`src/rtl/avg_pkg.sv`:
```
package avg_pkg;
  localparam int CFG_W = 8;
  localparam logic [CFG_W-1:0] CFG_RST = 8'h40;
  localparam int CFG_IE_BIT = 2;
  localparam int AVG_LSB = 5;
  localparam int MAX_SH = 7;            // 128 samples
  localparam int SH_W = $clog2(MAX_SH + 1);
  typedef logic [SH_W-1:0] shift_t;
endpackage

```
`src/rtl/avg_cfg_reg.sv`:
```
module avg_cfg_reg
  import avg_pkg::*;
(
  input  logic             clk_i,
  input  logic             rst_ni,
  input  logic             we_i,
  input  logic [CFG_W-1:0] wdata_i,
  input  logic             lock_i,
  output logic [CFG_W-1:0] cfg_o
);
  logic locked_q;

  always_ff @(posedge clk_i or negedge rst_ni) begin
    if (!rst_ni) begin
      locked_q <= 1'b0;
      cfg_o    <= CFG_RST;
    end else begin
      locked_q <= locked_q | lock_i;
      if (we_i && !lock_i && !locked_q) cfg_o <= wdata_i;
    end
  end
endmodule

```
`src/rtl/avg_shift_decode.sv`:
```
module avg_shift_decode
  import avg_pkg::*;
#(
  parameter bit IS_REMOTE = 1'b0
) (
  input  logic [2:0] avg_i,
  output shift_t     sh_o
);
  // priority: bit 2 over bit 1 over bit 0
  always_comb begin
    if (avg_i[2])      sh_o = shift_t'(5);
    else if (avg_i[1]) sh_o = shift_t'(4);
    else if (avg_i[0]) sh_o = IS_REMOTE ? shift_t'(4) : shift_t'(0);
    else               sh_o = IS_REMOTE ? shift_t'(7) : shift_t'(3);
  end
endmodule

```
`src/rtl/avg_channel.sv`:
```
module avg_channel
  import avg_pkg::*;
#(
  parameter int SMP_W = 8
) (
  input  logic             clk_i,
  input  logic             rst_ni,
  input  logic             smp_en_i,
  input  logic [SMP_W-1:0] smp_data_i,
  input  shift_t           new_sh_i,
  output logic [SMP_W-1:0] rd_o
);
  localparam int ACC_W = SMP_W + MAX_SH;
  localparam int CNT_W = MAX_SH + 1;

  logic [ACC_W-1:0] acc_q, acc_n;
  logic [CNT_W-1:0] cnt_q, tgt;
  shift_t           sh_q, sh_use;
  logic             done;

  // window count latched at its first sample
  assign sh_use = (cnt_q == '0) ? new_sh_i : sh_q;
  assign tgt    = CNT_W'(1) << sh_use;
  assign acc_n  = acc_q + ACC_W'(smp_data_i);
  assign done   = (cnt_q + CNT_W'(1)) == tgt;

  always_ff @(posedge clk_i or negedge rst_ni) begin
    if (!rst_ni) begin
      acc_q <= '0;
      cnt_q <= '0;
      sh_q  <= '0;
      rd_o  <= '0;
    end else if (smp_en_i) begin
      sh_q <= sh_use;
      if (done) begin
        rd_o  <= SMP_W'(acc_n >> sh_use);
        acc_q <= '0;
        cnt_q <= '0;
      end else begin
        acc_q <= acc_n;
        cnt_q <= cnt_q + CNT_W'(1);
      end
    end
  end
endmodule

```
`src/rtl/avg_engine.sv`:
```
module avg_engine
  import avg_pkg::*;
#(
  parameter int                NUM_CH      = 6,
  parameter int                SMP_W       = 8,
  parameter logic [NUM_CH-1:0] REMOTE_MASK = 6'b000011,
  localparam int               CH_W        = $clog2(NUM_CH)
) (
  input  logic                    clk_i,
  input  logic                    rst_ni,
  input  logic                    cfg_we_i,
  input  logic [CFG_W-1:0]        cfg_wdata_i,
  input  logic                    lock_i,
  input  logic                    smp_valid_i,
  input  logic [CH_W-1:0]         smp_ch_i,
  input  logic [SMP_W-1:0]        smp_data_i,
  output logic [CFG_W-1:0]        cfg_o,
  output logic                    int_en_o,
  output logic [NUM_CH*SMP_W-1:0] rd_o
);
  logic [2:0] avg_fld;

  avg_cfg_reg u_cfg (
    .clk_i   (clk_i),
    .rst_ni  (rst_ni),
    .we_i    (cfg_we_i),
    .wdata_i (cfg_wdata_i),
    .lock_i  (lock_i),
    .cfg_o   (cfg_o)
  );

  assign int_en_o = cfg_o[CFG_IE_BIT];
  assign avg_fld  = cfg_o[AVG_LSB +: 3];

  for (genvar g = 0; g < NUM_CH; g++) begin : g_ch
    shift_t sh;
    logic   en;

    assign en = smp_valid_i && (smp_ch_i == CH_W'(g));

    avg_shift_decode #(.IS_REMOTE(REMOTE_MASK[g])) u_dec (
      .avg_i (avg_fld),
      .sh_o  (sh)
    );

    avg_channel #(.SMP_W(SMP_W)) u_chan (
      .clk_i      (clk_i),
      .rst_ni     (rst_ni),
      .smp_en_i   (en),
      .smp_data_i (smp_data_i),
      .new_sh_i   (sh),
      .rd_o       (rd_o[g*SMP_W +: SMP_W])
    );
  end
endmodule

```
`config.mk`:
```
export PLATFORM = sky130hd
export DESIGN_NAME = avg_engine
export DESIGN_NICKNAME = d
export VERILOG_FILES = /design/src/rtl/avg_pkg.sv /design/src/rtl/avg_cfg_reg.sv /design/src/rtl/avg_shift_decode.sv /design/src/rtl/avg_channel.sv /design/src/rtl/avg_engine.sv
export SDC_FILE = /design/constraint.sdc
export NUM_CORES = 1
export LEC_CHECK = 0
export ABC_AREA = 1
export CAP_MARGIN = 20
export CELL_PAD_IN_SITES_DETAIL_PLACEMENT = 0
export CELL_PAD_IN_SITES_GLOBAL_PLACEMENT = 1
export CORE_ASPECT_RATIO = 1.2
export CORE_MARGIN = 2
export CORE_UTILIZATION = 40
export DETAILED_ROUTE_END_ITERATION = 7
export PLACE_DENSITY_LB_ADDON = 0.1
export SLEW_MARGIN = 20
export SYNTH_ARGS = -nofsm -noshare
export SYNTH_HDL_FRONTEND = slang
export SYNTH_SLANG_ARGS = --single-unit
export TNS_END_PERCENT = 30
```
`constraint.sdc`:
```
create_clock -name clk_i -period 2.3 [get_ports clk_i]
set_input_delay 0.23 -clock clk_i [delete_from_list [all_inputs] [get_ports clk_i]]
set_output_delay 0.23 -clock clk_i [all_outputs]
set_load 0.005 [all_outputs]
```
==> results_dict.tcl <==
set metrics [dict create \
    run_status "finished with violations" \
    violations "setup timing" \
    number_of_global_route_vias_before_repair 20050 \
    drtPass1Iterations 5 \
    grt_overflow 0 \
    multiInputGateArea_mm2 0.01274 \
    vdd_ir_drop_max_mv 1.052 \
    synth-main-ff-cell "sky130_fd_sc_hd__dfrtp_1" \
    layout_min_cycle_time_ns 2.374 \
    core_area_mm2 0.04573 \
    finish.net_count 3524 \
    die_height_um 239.1 \
    setup_violations 81 \
    port_buffers 80 \
    area.growth.synth_to_final_pct 38.38 \
    clkLatencyLatePin_ns 0.58 \
    setup_repair_after_global_routing_missed_its_margin "true" \
    clock-skew-final_ns 0.01367 \
    initial_core_util 0.4030 \
    period_utilisation_layout 1.032 \
    synthCells 3027 \
    grt_antenna_before_repair 0 \
    ctsRootBufferMaster "sky130_fd_sc_hd__clkbuf_16" \
    final.setup.worst_slack_ns -0.07422 \
    number_of_buffers_created_by_cts 28 \
    final-instance-count-excl-fill 4070 \
    synth-seq-area-share 0.2893 \
    cp-end-kind "flop" \
    synth_most_common_cell "sky130_fd_sc_hd__nand2_1" \
    grt_util_all_layers 0.2506 \
    place_ws_ns -0.4120 \
    route.final.wire_length_um 62620 \
    yosysTopAreaCellShare 0.2878 \
    critPathKind "flop to flop" \
    crit_path_max_fanout 8 \
    relSlewSlack 0.5750 \
    cellLeakagePower_nw 12.95 \
    power_per_cell_area_mw_per_mm2 1117 \
    synth_async_sr_flop_share 1.000 \
    place_congestion 0.9064 \
    design.portCount 81 \
    worst_setup_hold_path_clk_slew_ns 0.06 \
    largest_cells_by_area_after_synthesis "sky130_fd_sc_hd__dfrtp_1 29%, sky130_fd_sc_hd__nand2_1 24%, sky130_fd_sc_hd__nand3_1 16%, sky130_fd_sc_hd__inv_1 6.4%, sky130_fd_sc_hd__ha_1 4.1%" \
    fillCellCount 4504 \
    drive_gt1_frac 0.2255 \
    synth-edff-count 0 \
    numClockSinks 213 \
    antenna_violating_nets_post_route 0 \
    arrival_ns 2.89 \
    h-tree-depth 1 \
    synth_area_mm2 0.01843 \
    regArea_mm2 0.005333 \
    fmaxAchievable_ghz 0.4212 \
    grt_max_degree 87 \
    detail_route.wl_per_cell_um 15.39 \
    wire_length_of_the_first_global_routing_pass_um 97700 \
    placement_rows 86 \
    startpoint_type "flop" \
    final-hold-violation-count 0 \
    place.detailed.instances 3932 \
    die_area_mm2 0.04782 \
    timing.critical_path.required_ns 2.82 \
    worst-slew-pin-transition_ns 0.6359 \
    drv.max_cap_violation_count 0 \
    synth.largest_area_cell "sky130_fd_sc_hd__dfrtp_1" \
    ys_warn_count 0 \
    ys_seq_elements 213 \
    dr_total_vias 20980 \
    clock_tree_from_tritoncts "yes" \
    dieWidth_um 200.0 \
    synth_commonest_cells "1181 x sky130_fd_sc_hd__nand2_1, 583 x sky130_fd_sc_hd__nand3_1, 316 x sky130_fd_sc_hd__inv_1, 212 x sky130_fd_sc_hd__dfrtp_1, 181 x sky130_fd_sc_hd__nor2_1" \
    cts-root-to-sink-buffers 3 \
    via_per_inst 5.155 \
    mappedNetlistNets 3117 \
    drc 0 \
    netlist-cell-type-count 37 \
    place.detailed.hpwl_um 44750 \
    drt_iter0_markers 1143 \
    slew_viol_final 0 \
    hp-class "input port to asynchronous set/reset pin" \
    antenna_cells_inserted 0 \
    syn-mean-instance-area_um2 6.089 \
]
[area by class of cell]
cell class	count	share of cell area
timing repair buffer	469	0.1732
tap	616	0.03022
clock inverter	14	0.007850
multi-input combinational	2393	0.4996
inverter	329	0.04901
clock buffer	36	0.03106
sequential	213	0.2091
[logic make-up after synthesis]
logic type,Yosys count,share of synthesized area
buf+inv,424,0.09471
flops,213,0.2893
compound gates,193,0.05961
xor+xnor,38,0.01806
simple gates,2086,0.4868
fa+ha+maj,66,0.04725
mux,7,0.004277
[critical path, cell delays in order (launching register included)]
cell	delay, ns
sky130_fd_sc_hd__dfrtp_1	0.39
sky130_fd_sc_hd__inv_2	0.09
sky130_fd_sc_hd__ha_4	0.15
sky130_fd_sc_hd__nand2_4	0.05
sky130_fd_sc_hd__nor2_4	0.09
sky130_fd_sc_hd__nand2_4	0.12
sky130_fd_sc_hd__nand2_4	0.10
sky130_fd_sc_hd__nand2_4	0.07
sky130_fd_sc_hd__clkbuf_16	0.16
sky130_fd_sc_hd__buf_6	0.11
sky130_fd_sc_hd__nand3_2	0.05
sky130_fd_sc_hd__nand2_1	0.06
sky130_fd_sc_hd__nor2_1	0.12
sky130_fd_sc_hd__nand2_1	0.10
sky130_fd_sc_hd__nor2_4	0.25
sky130_fd_sc_hd__clkbuf_16	0.24
sky130_fd_sc_hd__nand3_1	0.07
sky130_fd_sc_hd__nand2_1	0.07
[through the flow]
stage	util	instance area [um2]	setup TNS, ns	hold slack (ns)	power, mW
3_3_place_gp	0.4828	22080	-21.03	0.04598	21.42
6_report	0.5577	25500	-2.571	0.05584	28.50
5_1_grt	0.5577	25500	-22.94	0.05891	31.11
2_1_floorplan	-	18430	0	-0.06559	15.85
4_1_cts	0.5114	23390	-0.05538	0.03235	26.85
3_5_place_dp	0.4828	22080	-25.65	0.04578	21.63
[worst paths after layout]
check                                        start                       end  slack, ns  cells past startpoint
setup / recovery           g_ch[5].u_chan.cnt_q[1]    g_ch[5].u_chan.rd_o[0]      -0.07                     17
hold / removal                              rst_ni  g_ch[0].u_chan.acc_q[10]       0.06                      2
setup reg to reg           g_ch[5].u_chan.cnt_q[1]    g_ch[5].u_chan.rd_o[0]      -0.07                     17
hold reg to reg                     u_cfg.locked_q            u_cfg.locked_q       0.44                      2
max in group asynchronous                   rst_ni   g_ch[3].u_chan.acc_q[9]       1.50                      3
min in group clk_i                          lock_i            u_cfg.locked_q       0.23                      3
[metal layers]
metal	vias to the layer above	GRT usage	wire [um]
li1	10600	-	-
met4	0	0.09046	2255
met1	9784	0.3058	26490
met2	461	0.4557	31450
met3	131	0.02201	2428
met5	-	0	0
[layout by cell type (no fill, tap or decap), types with 16 or more instances in the layout]
master                            netlist  final
sky130_fd_sc_hd__clkdlybuf4s50_1        0     79
sky130_fd_sc_hd__buf_6                  7     18
sky130_fd_sc_hd__o21ai_0               86     46
sky130_fd_sc_hd__xor2_1                34     33
sky130_fd_sc_hd__inv_1                316    298
sky130_fd_sc_hd__o21ai_1                9     19
sky130_fd_sc_hd__nand4_1               43     43
sky130_fd_sc_hd__nand3_2                3     49
sky130_fd_sc_hd__ha_1                  60     51
sky130_fd_sc_hd__nand2_4                1     42
sky130_fd_sc_hd__dfrtp_1              212    211
sky130_fd_sc_hd__buf_12                 0     30
sky130_fd_sc_hd__o22ai_1               70     55
sky130_fd_sc_hd__clkbuf_16              0     41
sky130_fd_sc_hd__or2_2                 16     16
sky130_fd_sc_hd__o21ai_2                2     31
sky130_fd_sc_hd__nor2_4                 8     39
sky130_fd_sc_hd__nand3_1              583    530
sky130_fd_sc_hd__nor2_2                17     24
sky130_fd_sc_hd__nand2_1             1181   1104
sky130_fd_sc_hd__inv_2                 13     29
sky130_fd_sc_hd__buf_4                 19    325
sky130_fd_sc_hd__nor2_1               181    143
sky130_fd_sc_hd__nand2_2               22     58
[what timing repair did]
| item | CTS | global route |
|---|---|---|
| endpoints found under the setup margin | 165 | 186 |
| hold buffers | 1 | 0 |
| gates resized for setup | 49 | 359 |
| endpoints found under the hold margin | 213 | 0 |
| cloned | 1 | 19 |
| setup buffers | 9 | 58 |
| pin swaps | 14 | 143 |
[state kept, by name, indices dropped and copies added (netlist names)]
register and cells:
u_cfg.locked_q 1, g_ch.u_chan.acc_q 90, g_ch.u_chan.rd_o 48, g_ch.u_chan.sh_q 18, g_ch.u_chan.cnt_q 48, u_cfg.cfg_o 8
[report_power, final]
part | internal (mW) | leakage, nW | total [mW] | switching [mW]
clock | 2.97 | 0.488 | 4.82 | 1.85
sequential | 4.81 | 2.70 | 5.79 | 0.980
combinational | 7.67 | 9.76 | 17.9 | 10.2
Power figures use the tool's default switching activity.
